**src/rtl/sio_dec_pkg.sv**
```systemverilog
package sio_dec_pkg;

    typedef enum logic [1:0] {
        ST_IDLE = 2'd0,
        ST_SEL  = 2'd1,
        ST_ACK  = 2'd2,
        ST_SKIP = 2'd3
    } sio_state_t;

    typedef enum logic [1:0] {
        LANE_NONE = 2'b00,
        LANE_ODD  = 2'b01,
        LANE_WORD = 2'b11
    } sio_lane_t;

    localparam int AM_W = 6;
    localparam logic [AM_W-1:0] AM_SHORT_SUP = 6'h2D;
    localparam logic [AM_W-1:0] AM_SHORT_USR = 6'h29;

endpackage

```
**src/rtl/sio_win_match.sv**
```systemverilog
module sio_win_match #(
    parameter int ADDR_W = 16,
    parameter int WIN_W  = 10
) (
    input  logic [ADDR_W-1:1]      addr,
    input  logic [ADDR_W-WIN_W-1:0] base,
    output logic                   hit,
    output logic [WIN_W-2:0]       off
);
    localparam int BASE_W = ADDR_W - WIN_W;

    logic [BASE_W-1:0] upper;

    always_comb begin
        upper = addr[ADDR_W-1:WIN_W];
        hit   = (upper == base);
        off   = addr[WIN_W-1:1];
    end

endmodule

```
**src/rtl/sio_am_filter.sv**
```systemverilog
module sio_am_filter
    import sio_dec_pkg::*;
(
    input  logic [AM_W-1:0] am,
    input  logic            super_only,
    output logic            ok
);
    logic is_sup;
    logic is_usr;

    always_comb begin
        is_sup = (am == AM_SHORT_SUP);
        is_usr = (am == AM_SHORT_USR);
        ok     = is_sup || (is_usr && !super_only);
    end

endmodule

```
**src/rtl/sio_lane_qual.sv**
```systemverilog
module sio_lane_qual
    import sio_dec_pkg::*;
(
    input  logic      ds0_n,
    input  logic      ds1_n,
    input  logic      lword_n,
    output logic      ok,
    output sio_lane_t lane
);
    always_comb begin
        ok   = lword_n && !ds0_n;
        lane = ds1_n ? LANE_ODD : LANE_WORD;
    end

endmodule

```
**src/rtl/sio_ctrl_fsm.sv**
```systemverilog
module sio_ctrl_fsm
    import sio_dec_pkg::*;
#(
    parameter int OFF_W = 9
) (
    input  logic             clk,
    input  logic             rst_n,
    input  logic             start,
    input  logic             hit,
    input  logic             any_ds,
    input  logic [OFF_W-1:0] off_in,
    input  sio_lane_t        lane_in,
    input  logic             we_in,
    output logic             cs,
    output logic             ack,
    output logic [OFF_W-1:0] off_q,
    output sio_lane_t        lane_q,
    output logic             we_q
);
    sio_state_t st_q;
    sio_state_t st_nxt;

    always_ff @(posedge clk or negedge rst_n) begin
        if (!rst_n) begin
            st_q <= ST_IDLE;
        end else begin
            st_q <= st_nxt;
        end
    end

    always_comb begin
        st_nxt = st_q;
        unique case (st_q)
            ST_IDLE: if (start) st_nxt = hit ? ST_SEL : ST_SKIP;
            ST_SEL:  st_nxt = any_ds ? ST_ACK : ST_IDLE;
            ST_ACK:  if (!any_ds) st_nxt = ST_IDLE;
            ST_SKIP: if (!any_ds) st_nxt = ST_IDLE;
        endcase
    end

    always_comb begin
        cs  = 1'b0;
        ack = 1'b0;
        unique case (st_q)
            ST_IDLE: ;
            ST_SEL:  cs = 1'b1;
            ST_ACK: begin
                cs  = 1'b1;
                ack = 1'b1;
            end
            ST_SKIP: ;
        endcase
    end

    always_ff @(posedge clk or negedge rst_n) begin
        if (!rst_n) begin
            off_q  <= '0;
            lane_q <= LANE_NONE;
            we_q   <= 1'b0;
        end else if (st_q == ST_IDLE && st_nxt == ST_SEL) begin
            off_q  <= off_in;
            lane_q <= lane_in;
            we_q   <= we_in;
        end else if (st_q != ST_IDLE && st_nxt == ST_IDLE) begin
            off_q  <= '0;
            lane_q <= LANE_NONE;
            we_q   <= 1'b0;
        end
    end

endmodule

```
**src/rtl/sio_slave_decoder.sv**
```systemverilog
module sio_slave_decoder
    import sio_dec_pkg::*;
#(
    parameter int ADDR_W = 16,
    parameter int WIN_W  = 10
) (
    input  logic                    clk,
    input  logic                    rst_n,
    input  logic [ADDR_W-WIN_W-1:0] base_sel,
    input  logic                    super_only,
    input  logic [ADDR_W-1:1]       bus_addr,
    input  logic [5:0]              bus_am,
    input  logic                    as_n,
    input  logic                    ds0_n,
    input  logic                    ds1_n,
    input  logic                    lword_n,
    input  logic                    write_n,
    input  logic                    iack_n,
    output logic                    cs,
    output logic                    ack,
    output logic [WIN_W-2:0]        reg_off,
    output logic [1:0]              lane_sel,
    output logic                    loc_we
);
    localparam int OFF_W = WIN_W - 1;

    logic             win_hit;
    logic [OFF_W-1:0] win_off;
    logic             am_ok;
    logic             lane_ok;
    sio_lane_t        lane_d;
    sio_lane_t        lane_q;
    logic             any_ds;
    logic             start;
    logic             hit;

    sio_win_match #(.ADDR_W(ADDR_W), .WIN_W(WIN_W)) u_win (
        .addr (bus_addr),
        .base (base_sel),
        .hit  (win_hit),
        .off  (win_off)
    );

    sio_am_filter u_am (
        .am         (bus_am),
        .super_only (super_only),
        .ok         (am_ok)
    );

    sio_lane_qual u_lane (
        .ds0_n   (ds0_n),
        .ds1_n   (ds1_n),
        .lword_n (lword_n),
        .ok      (lane_ok),
        .lane    (lane_d)
    );

    always_comb begin
        any_ds = !ds0_n || !ds1_n;
        start  = !as_n && any_ds;
        hit    = win_hit && am_ok && lane_ok && iack_n;
    end

    sio_ctrl_fsm #(.OFF_W(OFF_W)) u_fsm (
        .clk     (clk),
        .rst_n   (rst_n),
        .start   (start),
        .hit     (hit),
        .any_ds  (any_ds),
        .off_in  (win_off),
        .lane_in (lane_d),
        .we_in   (!write_n),
        .cs      (cs),
        .ack     (ack),
        .off_q   (reg_off),
        .lane_q  (lane_q),
        .we_q    (loc_we)
    );

    assign lane_sel = lane_q;

endmodule

```
**config.mk**
```make
export PLATFORM = sky130hd
export DESIGN_NAME = sio_slave_decoder
export DESIGN_NICKNAME = d
export VERILOG_FILES = /design/src/rtl/sio_dec_pkg.sv /design/src/rtl/sio_win_match.sv /design/src/rtl/sio_am_filter.sv /design/src/rtl/sio_lane_qual.sv /design/src/rtl/sio_ctrl_fsm.sv /design/src/rtl/sio_slave_decoder.sv
export SDC_FILE = /design/constraint.sdc
export NUM_CORES = 1
export LEC_CHECK = 0
export BUFFER_PORTS_ARGS = -buffer_cell sky130_fd_sc_hd__buf_2
export CORE_MARGIN = 2
export CORE_UTILIZATION = 43
export DETAILED_ROUTE_END_ITERATION = 12
export MAX_ROUTING_LAYER = met4
export PLACE_DENSITY = 0.78
export SLEW_MARGIN = 20
export SYNTH_ARGS = -nofsm -noshare
export SYNTH_HDL_FRONTEND = slang
export SYNTH_SLANG_ARGS = --single-unit
```
**constraint.sdc**
```tcl
create_clock -name clk -period 2.3 [get_ports clk]
set_input_delay 0.69 -clock clk [delete_from_list [all_inputs] [get_ports clk]]
set_output_delay 0.69 -clock clk [all_outputs]
set_load 0.03 [all_outputs]
```
Word-level counts from Yosys, hierarchy flattened
Cells that the tools add are included.
Word-level totals
  input port bits: 36
  register bits after elaboration: 14
Cells by class
  mux-type cells: 14
  reductions and logical operators: 21
  equal/unequal tests: 7
Operator list (number)
  $mux W9: 2
  $mux W2: 7
  $eq A6 B6 Y1 const B: 2
  $logic_and A1 B1 Y1: 8
  $eq A6 B6 Y1: 1
  $pmux W2 S3: 1
  $logic_not A1 Y1: 5
  $eq A2 B1 Y1 const B: 2
  $eq A2 B2 Y1 const B: 2
  $logic_not A2 Y1: 2
  $mux W1: 4
  $reduce_bool A2 Y1: 2
  $reduce_or A2 Y1: 2
  $logic_or A1 B1 Y1: 2

Logic depth before layout (Yosys ltp)
Gate-level depths: netlist of run 1.
  depth in word-level cells: 13
  depth in mapped cells: 8

Cells and area by module
From an unflattened synthesis of run 1, not the netlist that was laid out.
Second synthesis, totals
  cells, all modules: 79
  area, all modules: 852.1 sq um
By module, submodules not included
  sio_ctrl_fsm: times used 1, cells each 51, area each 640.6 sq um
  sio_win_match: times used 1, cells each 17, area each 136.4 sq um
  sio_lane_qual: times used 1, cells each 4, area each 28.8 sq um
  sio_am_filter: times used 1, cells each 3, area each 25.0 sq um
  sio_slave_decoder: times used 1, cells each 4, area each 21.3 sq um

Worst setup path before layout of run 1
No wires, ideal clock.
  kind: register to register
  from: register u_fsm.st_q[0]
  to: register u_fsm.off_q[2]
  path slack: 0.195 ns
  data required time: 2.173 ns
  period minus slack after synthesis: 2.105 ns
  arrival time: 1.979 ns
  setup time: 0.127 ns
  buffers on the path: 1
  stages on the path, launching flop included: 9
  path through: dfrtp_1 -> inv_1 -> ha_1 -> nor2_1 -> a21oi_1 -> o311a_1 -> buf_2 -> a22o_1 -> a221o_2
Between the ends
  longest elaborated chain between the ends: 6
  elaborated cells between the ends (all ways): 15
  classes of those cells: 4 x eq/ne; 4 x mux; 7 x reduce/logical
RTL lines
  start, declared: RTL line sio_ctrl_fsm.sv:20  | sio_state_t st_q;
  start signal, assigned: RTL line sio_ctrl_fsm.sv:27  | st_q <= st_nxt;
  $eq A2 B2 Y1: RTL line sio_ctrl_fsm.sv:33  | unique case (st_q)
  $reduce_or A2 Y1 (no line)
  $pmux W2 S3: RTL line sio_ctrl_fsm.sv:33
  $eq A2 B1 Y1 or $logic_not A2 Y1 (tied branches): RTL line sio_ctrl_fsm.sv:60, sio_ctrl_fsm.sv:64
  $logic_and A1 B1 Y1 (on tied branches): RTL line sio_ctrl_fsm.sv:60, sio_ctrl_fsm.sv:64
  $mux W9 or $reduce_bool A2 Y1 (tied branches)
  end signal, assigned: RTL line sio_ctrl_fsm.sv:61  | off_q <= off_in;
  end, declared: RTL line sio_ctrl_fsm.sv:16  | output logic [OFF_W-1:0] off_q,
Parallel ways exist; a longest one is shown, timed or not.
A chain may end at the register's enable or synchronous reset.

Worst setup path after layout of run 1
Ends and elaborated chain as after synthesis.

==> results.md, run 1 <==
- Worst vdd ir: around 0.53 mV
- Endpoints failing setup: 0
- GRT Overall Usage: 18.3%
- Post-CTS Setup Inserts: 0
- Crit-path max cell delay: 0.45 ns
- Comb power frac: 57.7%
- FF+latch count, synth: 14
- Power per cell area: roughly 1200 mW/mm^2
- Sum Neg Setup Slack: 0 ns
- Die Area: 0.00249 mm^2
- Cell internal pwr: 0.000759 W
- Setup Skew: 0.00102 ns
- Multi-input gate area: roughly 510 um^2
- Num Clock Sinks: 14
- Post-place setup slack: roughly 0.11 ns
- Worst Path Class, Setup: register to register
- CP delay by family, top: compound AO/OA/AOI/OAI gates
- Clock network fraction of design power: roughly an eighth
- Max_cap viols: 0
- Drt drc: 0
- Die width: 49.9 um
- Num CTS Buffers: 3
- Core Util, Final: 61.0%
- Avg WL per Cell: between 10 and 15 um
- GRT overflow: 0
- GPL Wtd Cong: ~0.74
- Vias in the first global route: 819
- Post-CTS resize count: 0
- Worst-margin pin slew: ~0.72 ns
- Hold Buf Count CTS: 0
- Syn Inst Count: between 80 and 90
- Ys Warns: 0
- Routed vias: between 800 and 900
- Initial antenna violation count: 0
- Die height: between 40 and 50 um
- Min-Delay Path Class: input port to asynchronous set/reset pin
- Synth cell types: 31
- Final worst-path cycle share: 93.0%
- Final WL: 2070 um
- Max_slew headroom: 51.7%
- Largest net degree at the start of global routing: 15
- Max Freq: about 470 MHz
- CTS tree: done
- Root Buffer: clkbuf_4
- CP Launch Type: register
- Initial core utilization: 45.6%
- Worst path cell trace: inv_1, ha_1, nor2_1, a21oi_1, o311a_1, a22o_1, a221o_2
- Sequential power share: 30.5%
- Clk buf depth: 2
- Vias per inst: 5.37
- First-pass GRT wire length: 3460 um
- Max Slew Vio Count: 0
- Filler cells: 171
- Core Region: 0.00198 mm^2
- Status: completed
- I/O Pins: 50
- Htree depth: 1
- Seq/Total Area, Yosys: 38.7%
- Syn nets: 121
- Layout Area Growth over Synthesis: 33.7%
- Sw Ratio: 47.5%
- Slowest cell on the critical path: o311a_1
- Clk slew on worst S/H paths: 0.08 ns
- Initial DRC count: 20
- Hpwl dp: 1630 um
- Row count: 16
- Setup WS post-layout: roughly 0.16 ns
- Register area: 350 um^2
- RSZ-0062 raised after global routing: no
- Final hold vios: 0
- Commonest non-fill, non-tap cell in the layout: buf_2
- Arr. time, crit path: 2.30 ns
- WP buf/inv: 1
- Worst EP required: around 2.5 ns
- Most frequent cells in the layout: 49 x buf_2, 14 x dfrtp_1, 10 x a22o_1
- Final net count: approximately 170
- Top fanout value on the critical path: 11
- Worst-skew pair later-pin latency: 0.27 ns
- I/O Buffers: approximately 50
- P_sw: 0.000687 W
- Final worst path period need: 2.14 ns
- Antenna cells: 0
- Routed Antenna Nets: 0
- First-pass DRT Iterations: 4
- Synthesized area per cell: 11.2 um^2
- Leakage power: about 0.67 nW
- Mapped Area: 905 um^2
- Share of layout cells above drive strength 1: between 40 and 50%
- Crit end category: register
-- Yosys cell counts --
master | count | area share (%)
a2111oi_4 | 1 | 3.0
a211o_2 | 1 | 1.1
a211oi_1 | 1 | 0.83
a21o_1 | 1 | 0.83
a21oi_1 | 2 | 1.1
a221o_1 | 8 | 8.9
a221o_2 | 2 | 2.5
a22o_1 | 10 | 9.7
and2_1 | 1 | 0.69
buf_2 | 2 | 1.1
buf_6 | 1 | 1.2
clkbuf_1 | 1 | 0.41
dfrtp_1 | 14 | 39
ha_1 | 4 | 5.5
inv_1 | 5 | 2.1
nand2_1 | 1 | 0.41
nand2b_1 | 1 | 0.69
nand3_1 | 1 | 0.55
nand4_2 | 1 | 1.4
nand4b_4 | 1 | 2.6
nor2_1 | 4 | 1.7
nor3_1 | 3 | 1.7
nor3b_1 | 1 | 0.83
o211a_2 | 1 | 1.1
o21ai_0 | 1 | 0.55
o21ai_1 | 1 | 0.55
o311a_1 | 2 | 2.2
o31ai_1 | 1 | 0.83
or2_2 | 1 | 0.69
or3_1 | 1 | 0.69
xor2_1 | 6 | 5.8
-- worst paths after layout --
kind | slack (ns) | end | start | cells after the start
worst max-delay path | 0.16 | u_fsm.off_q[2] | u_fsm.st_q[0] | 7
worst min-delay path | 0.29 | u_fsm.off_q[7] | rst_n | 1
worst max register to register | 0.16 | u_fsm.off_q[2] | u_fsm.st_q[0] | 7
worst min register to register | 0.52 | u_fsm.lane_q[1] | u_fsm.lane_q[1] | 1
max in group asynchronous | 1.78 | u_fsm.lane_q[1] | rst_n | 1
min in group clk | 0.52 | u_fsm.lane_q[1] | u_fsm.lane_q[1] | 1
-- registers in the layout, indices dropped and copies added, names as in the netlist --
name / count
u_fsm.st_q: 2
u_fsm.we_q: 1
u_fsm.lane_q: 2
u_fsm.off_q: 9
-- layer usage --
layer	wire, um	up-vias	global-route usage [%]
met1	880	400	21.4
met4	14	0	6.48
met3	96	2	1.82
met5	0	-	-
li1	-	424	-
met2	1080	28	32.4
-- power by group through the flow --
stage,clock [W],sequential [W],combinational [W]
5_1_grt,0.000189,0.000455,0.000907
6_report,0.000171,0.000441,0.000835
3_3_place_gp,0,0.000439,0.000817
3_5_place_dp,0,0.000443,0.000835
4_1_cts,0.000172,0.000441,0.000837
2_1_floorplan,0,0.000599,0.000466
-- cell families (layout without fill, tap and decap cells) --
| logic type | Yosys count | after routing | synth area share, % |
|---|---|---|---|
| and+or+nand+nor | 16 | 16 | 11.9 |
| adders and majority gates | 4 | 4 | 5.53 |
| DFF | 14 | 14 | 38.7 |
| xor gates and xnor gates | 6 | 6 | 5.81 |
| buffers and inverters | 9 | 60 | 4.84 |
| AOI/OAI and AO/OA | 32 | 32 | 33.2 |
-- final cells by class --
type | instances | area share (%)
inverter | 5 | 1.55
multi-input combinational | 58 | 42.2
sequential | 14 | 29.0
clock buffer | 4 | 3.00
tap | 27 | 2.79
timing repair buffer | 51 | 21.5
-- metrics by stage --
| stage | total power (W) | hold WS (ns) | instance area (um^2) | cells |
|---|---|---|---|---|
| floorplan | 0.00106 | 0.394 | 905 | 81 |
| global placement | 0.00126 | 0.509 | 1170 | 155 |
| detailed placement | 0.00128 | 0.504 | 1170 | 155 |
| CTS | 0.00145 | 0.301 | 1210 | 159 |
| global route | 0.00155 | 0.299 | 1210 | 159 |
| finish | 0.00145 | 0.291 | 1210 | 159 |
Note: power is estimated with default switching activity, not from simulation.
==> run 2, diff against run 1 <==
- ABC_AREA: unset -> 1
- CORE_UTILIZATION: 43 -> 45
- RECOVER_POWER: unset -> 25
- SYNTH_HIERARCHICAL: unset -> 1
==> run 2 against run 1 <==
Effect of this change:
- final cell count rose by 26%
- critical path depth fell by 4
- setup slack improved by 0.15 ns
- sequential power fell by 9.3%
- clock power fell by 21%
- maximum frequency rose by 7.7%
- register-to-register slack improved by 0.20 ns
- via count rose by 11%
- non-clock buffer count fell by 1
- count of clock-buffer cells in the layout fell by 1
- flip-flop and latch count did not move
- sequential share of layout area fell by 0.44 points
==> results.md, run 2 <==
- CP Launch Type: register (unchanged)
- Max_slew headroom: 50.7% (was 51.7%)
- Die width: 51.7 um (was 49.9 um)
- Top Registers: u_fsm/off_q (9), u_fsm/lane_q (2), u_fsm/st_q (2) (was u_fsm.off_q (9), u_fsm.lane_q (2), u_fsm.st_q (2))
- GRT overflow: 0 (unchanged)
- Max Freq: 504 MHz (was 468 MHz)
- Final hold vios: 0 (unchanged)
- Clk slew on worst S/H paths: 0.08 ns (about the same)
- Die height: 51.7 um (was 49.9 um)
- I/O Buffers: 49 (unchanged)
- Worst EP required: 1.61 ns (was 2.46 ns)
- Most frequent cells in the layout: 48 x buf_2, 25 x nand2_1, 22 x nand2_2 (was 49 x buf_2, 14 x dfrtp_1, 10 x a22o_1)
- Synth top area cells: dfrtp_1 34%, nand2_2 13%, nand2_1 9.2% (was dfrtp_1 39%, a22o_1 9.7%, a221o_1 8.9%)
- Htree depth: 1 (unchanged)
- Wl on met1: 769 um (was 880 um)
- Met2 Wirelength: 1190 um (was 1080 um)
- Leakage power: 0.743 nW (was 0.668 nW)
- EDFF count, synth: 0 (unchanged)
- Synth cell types: 23 (was 31)
- Worst-skew pair later-pin latency: 0.28 ns (was 0.27 ns)
- Status: completed (unchanged)
- Post-CTS Setup Inserts: 0 (unchanged)
- Min-Delay Path Class: input port to asynchronous set/reset pin (unchanged)
- FF+latch count, synth: 14 (unchanged)
- Endpoints failing setup: 0 (unchanged)
- Max Slew Vio Count: 0 (unchanged)
- Sum Neg Setup Slack: 0 ns (unchanged)
- Initial antenna violation count: 0 (unchanged)
- Hold Buf Count CTS: 0 (unchanged)
- Avg WL per Cell: 10.5 um (was 13.0 um)
- Arr. time, crit path: 1.30 ns (was 2.30 ns)
- Layout Area Growth over Synthesis: 20.0% (was 33.7%)
- Drt drc: 0 (unchanged)
- Post-DP Area: 0.00121 mm^2 (was 0.00117 mm^2)
- Num Clock Sinks: 14 (unchanged)
- Core Region: 0.00219 mm^2 (was 0.00198 mm^2)
- Post-synth top cells: 25 x nand2_1, 22 x nand2_2, 18 x inv_1 (was 14 x dfrtp_1, 10 x a22o_1, 8 x a221o_1)
- Mapped Area: 0.00102 mm^2 (was 905 um^2)
- First-pass GRT wire length: 3570 um (was 3460 um)
- RSZ-0062 raised after global routing: no (unchanged)
- Row count: 17 (was 16)
- Routed vias: 950 (was 854)
- Share of layout cells above drive strength 1: 48.3% (was 47.7%)
- Root Buffer: clkbuf_4 (unchanged)
- Crit end category: output pin (was register)
- Max_cap viols: 0 (unchanged)
- Max reg flops: 9 (unchanged)
- Synthesized area per cell: 7.70 um^2 (was 11.2 um^2)
- Power per cell area: 1140 mW/mm^2 (was 1190 mW/mm^2)
- Final WL: 2100 um (was 2070 um)
- Seq/Total Area, Yosys: 34.2% (was 38.7%)
- Syn Inst Count: 133 (was 81)
- Final worst path period need: 1.99 ns (was 2.14 ns)
- Worst Path Class, Setup: register to output pin (was register to register)
- Num CTS Buffers: 3 (unchanged)
- Top fanout value on the critical path: 5 (was 11)
- Antenna cells: 0 (unchanged)
- Setup Skew: 0.00165 ns (was 0.00102 ns)
- Initial DRC count: 8 (was 20)
- Yosys top cell area share: 34.2% (was 38.7%)
- Final worst-path cycle share: 86.4% (was 93.0%)
- Vias in the first global route: 918 (was 819)
- Biggest register: u_fsm/off_q (was u_fsm.off_q)
- Synth area leader: dfrtp_1 (unchanged)
- Post-CTS resize count: 0 (unchanged)
- Most frequent cell after synthesis: nand2_1 (was dfrtp_1)
- Worst vdd ir: 0.465 mV (was 0.534 mV)
- Ys Warns: 6 (was 0)
- Final net count: 214 (was 173)
- Syn nets: 173 (was 121)
- Most used DFF post-synth: dfrtp_1 (unchanged)
- Vias per inst: 4.75 (was 5.37)
- Asr flop ratio synth: 100% (unchanged)
- Largest net degree at the start of global routing: 15 (unchanged)
- Post-route cell area: 0.00123 mm^2 (was 0.00121 mm^2)
- Clk buf depth: 2 (unchanged)
- CTS tree: done (unchanged)
- Max layer used: met4 (unchanged)
- Commonest non-fill, non-tap cell in the layout: buf_2 (unchanged)
- Worst-margin pin slew: 0.739 ns (was 0.721 ns)
- Initial core utilization: 46.7% (was 45.6%)
- Met3 wire length: 110 um (was 96 um)
- Die Area: 0.00267 mm^2 (was 0.00249 mm^2)
- GPL Wtd Cong: 0.695 (was 0.736)
- Routed Antenna Nets: 0 (unchanged)
- GRT Overall Usage: 18.1% (was 18.3%)
- Hpwl dp: 1690 um (was 1630 um)
- I/O Pins: 50 (unchanged)
- First-pass DRT Iterations: 4 (unchanged)
-- run 2: changes by cell type in the layout (fill, tap and decap cells not counted), sizes merged, moves of 7 or more --
cell,before,now
a221o,10,0
a22o,10,0
inv,5,19
nand2,1,47
nand4,1,12
nor2,4,11
-- run 2: worst paths after layout --
kind	endpoint	slack, ns	startpoint	depth (start not counted)
setup reg to reg	u_fsm/off_q[4]	0.36	u_fsm/st_q[0]	8
min in group clk	u_fsm/off_q[5]	0.48	u_fsm/off_q[5]	2
setup / recovery	cs	0.31	u_fsm/st_q[0]	3
hold reg to reg	u_fsm/off_q[5]	0.48	u_fsm/off_q[5]	2
hold / removal	u_fsm/off_q[4]	0.44	rst_n	1
max in group asynchronous	u_fsm/off_q[3]	1.40	rst_n	1
-- run 2: kinds of logic after synthesis --
group	synth area share, %
AND/OR/NAND/NOR	37.3
buffers and inverters	17.1
flip-flops	34.2
AO/OA/AOI/OAI	5.26
adder cells (fa/ha/maj)	4.89
XOR/XNOR	0.856
other	0.366
-- run 2: area by class of cell --
cell class,instances,area (um^2)
Clock buffer,3,22.5
Fill cell,217,962
Inverter,19,71.3
Multi-Input combinational cell,86,498
Sequential cell,14,350
Tap cell,28,35.0
Timing Repair Buffer,50,251
-- run 2: worst max-delay path, stage by stage, from the launching register on --
cell,delay [ns]
dfrtp_1,0.46
inv_1,0.09
ha_1,0.29
buf_2,0.17
-- run 2: routing by layer --
layer / up-vias / global-route usage [%]
met5: - / -
met4: 0 / 7.89
met3: 2 / 1.15
met2: 35 / 36.3
met1: 431 / 17.6
li1: 482 / -
-- run 2: report_power, final --
group	switching [W]	leakage (nW)	internal (W)	total [W]
registers	0.0000676	0.184	0.000332	0.000400
logic	0.000593	0.545	0.000268	0.000861
clock network	0.0000737	0.0138	0.0000608	0.000135
-- run 2: stage by stage --
step	worst slack (ns)	hold WS, ns	power [W]	util, %	std cells
2_1_floorplan	0.504	0.394	0.00111	-	133
3_3_place_gp	0.235	0.451	0.00122	55.1	197
3_5_place_dp	0.148	0.471	0.00127	55.1	197
4_1_cts	0.299	0.291	0.00141	56.1	200
5_1_grt	0.211	0.491	0.00150	56.1	200
6_report	0.314	0.442	0.00140	56.1	200
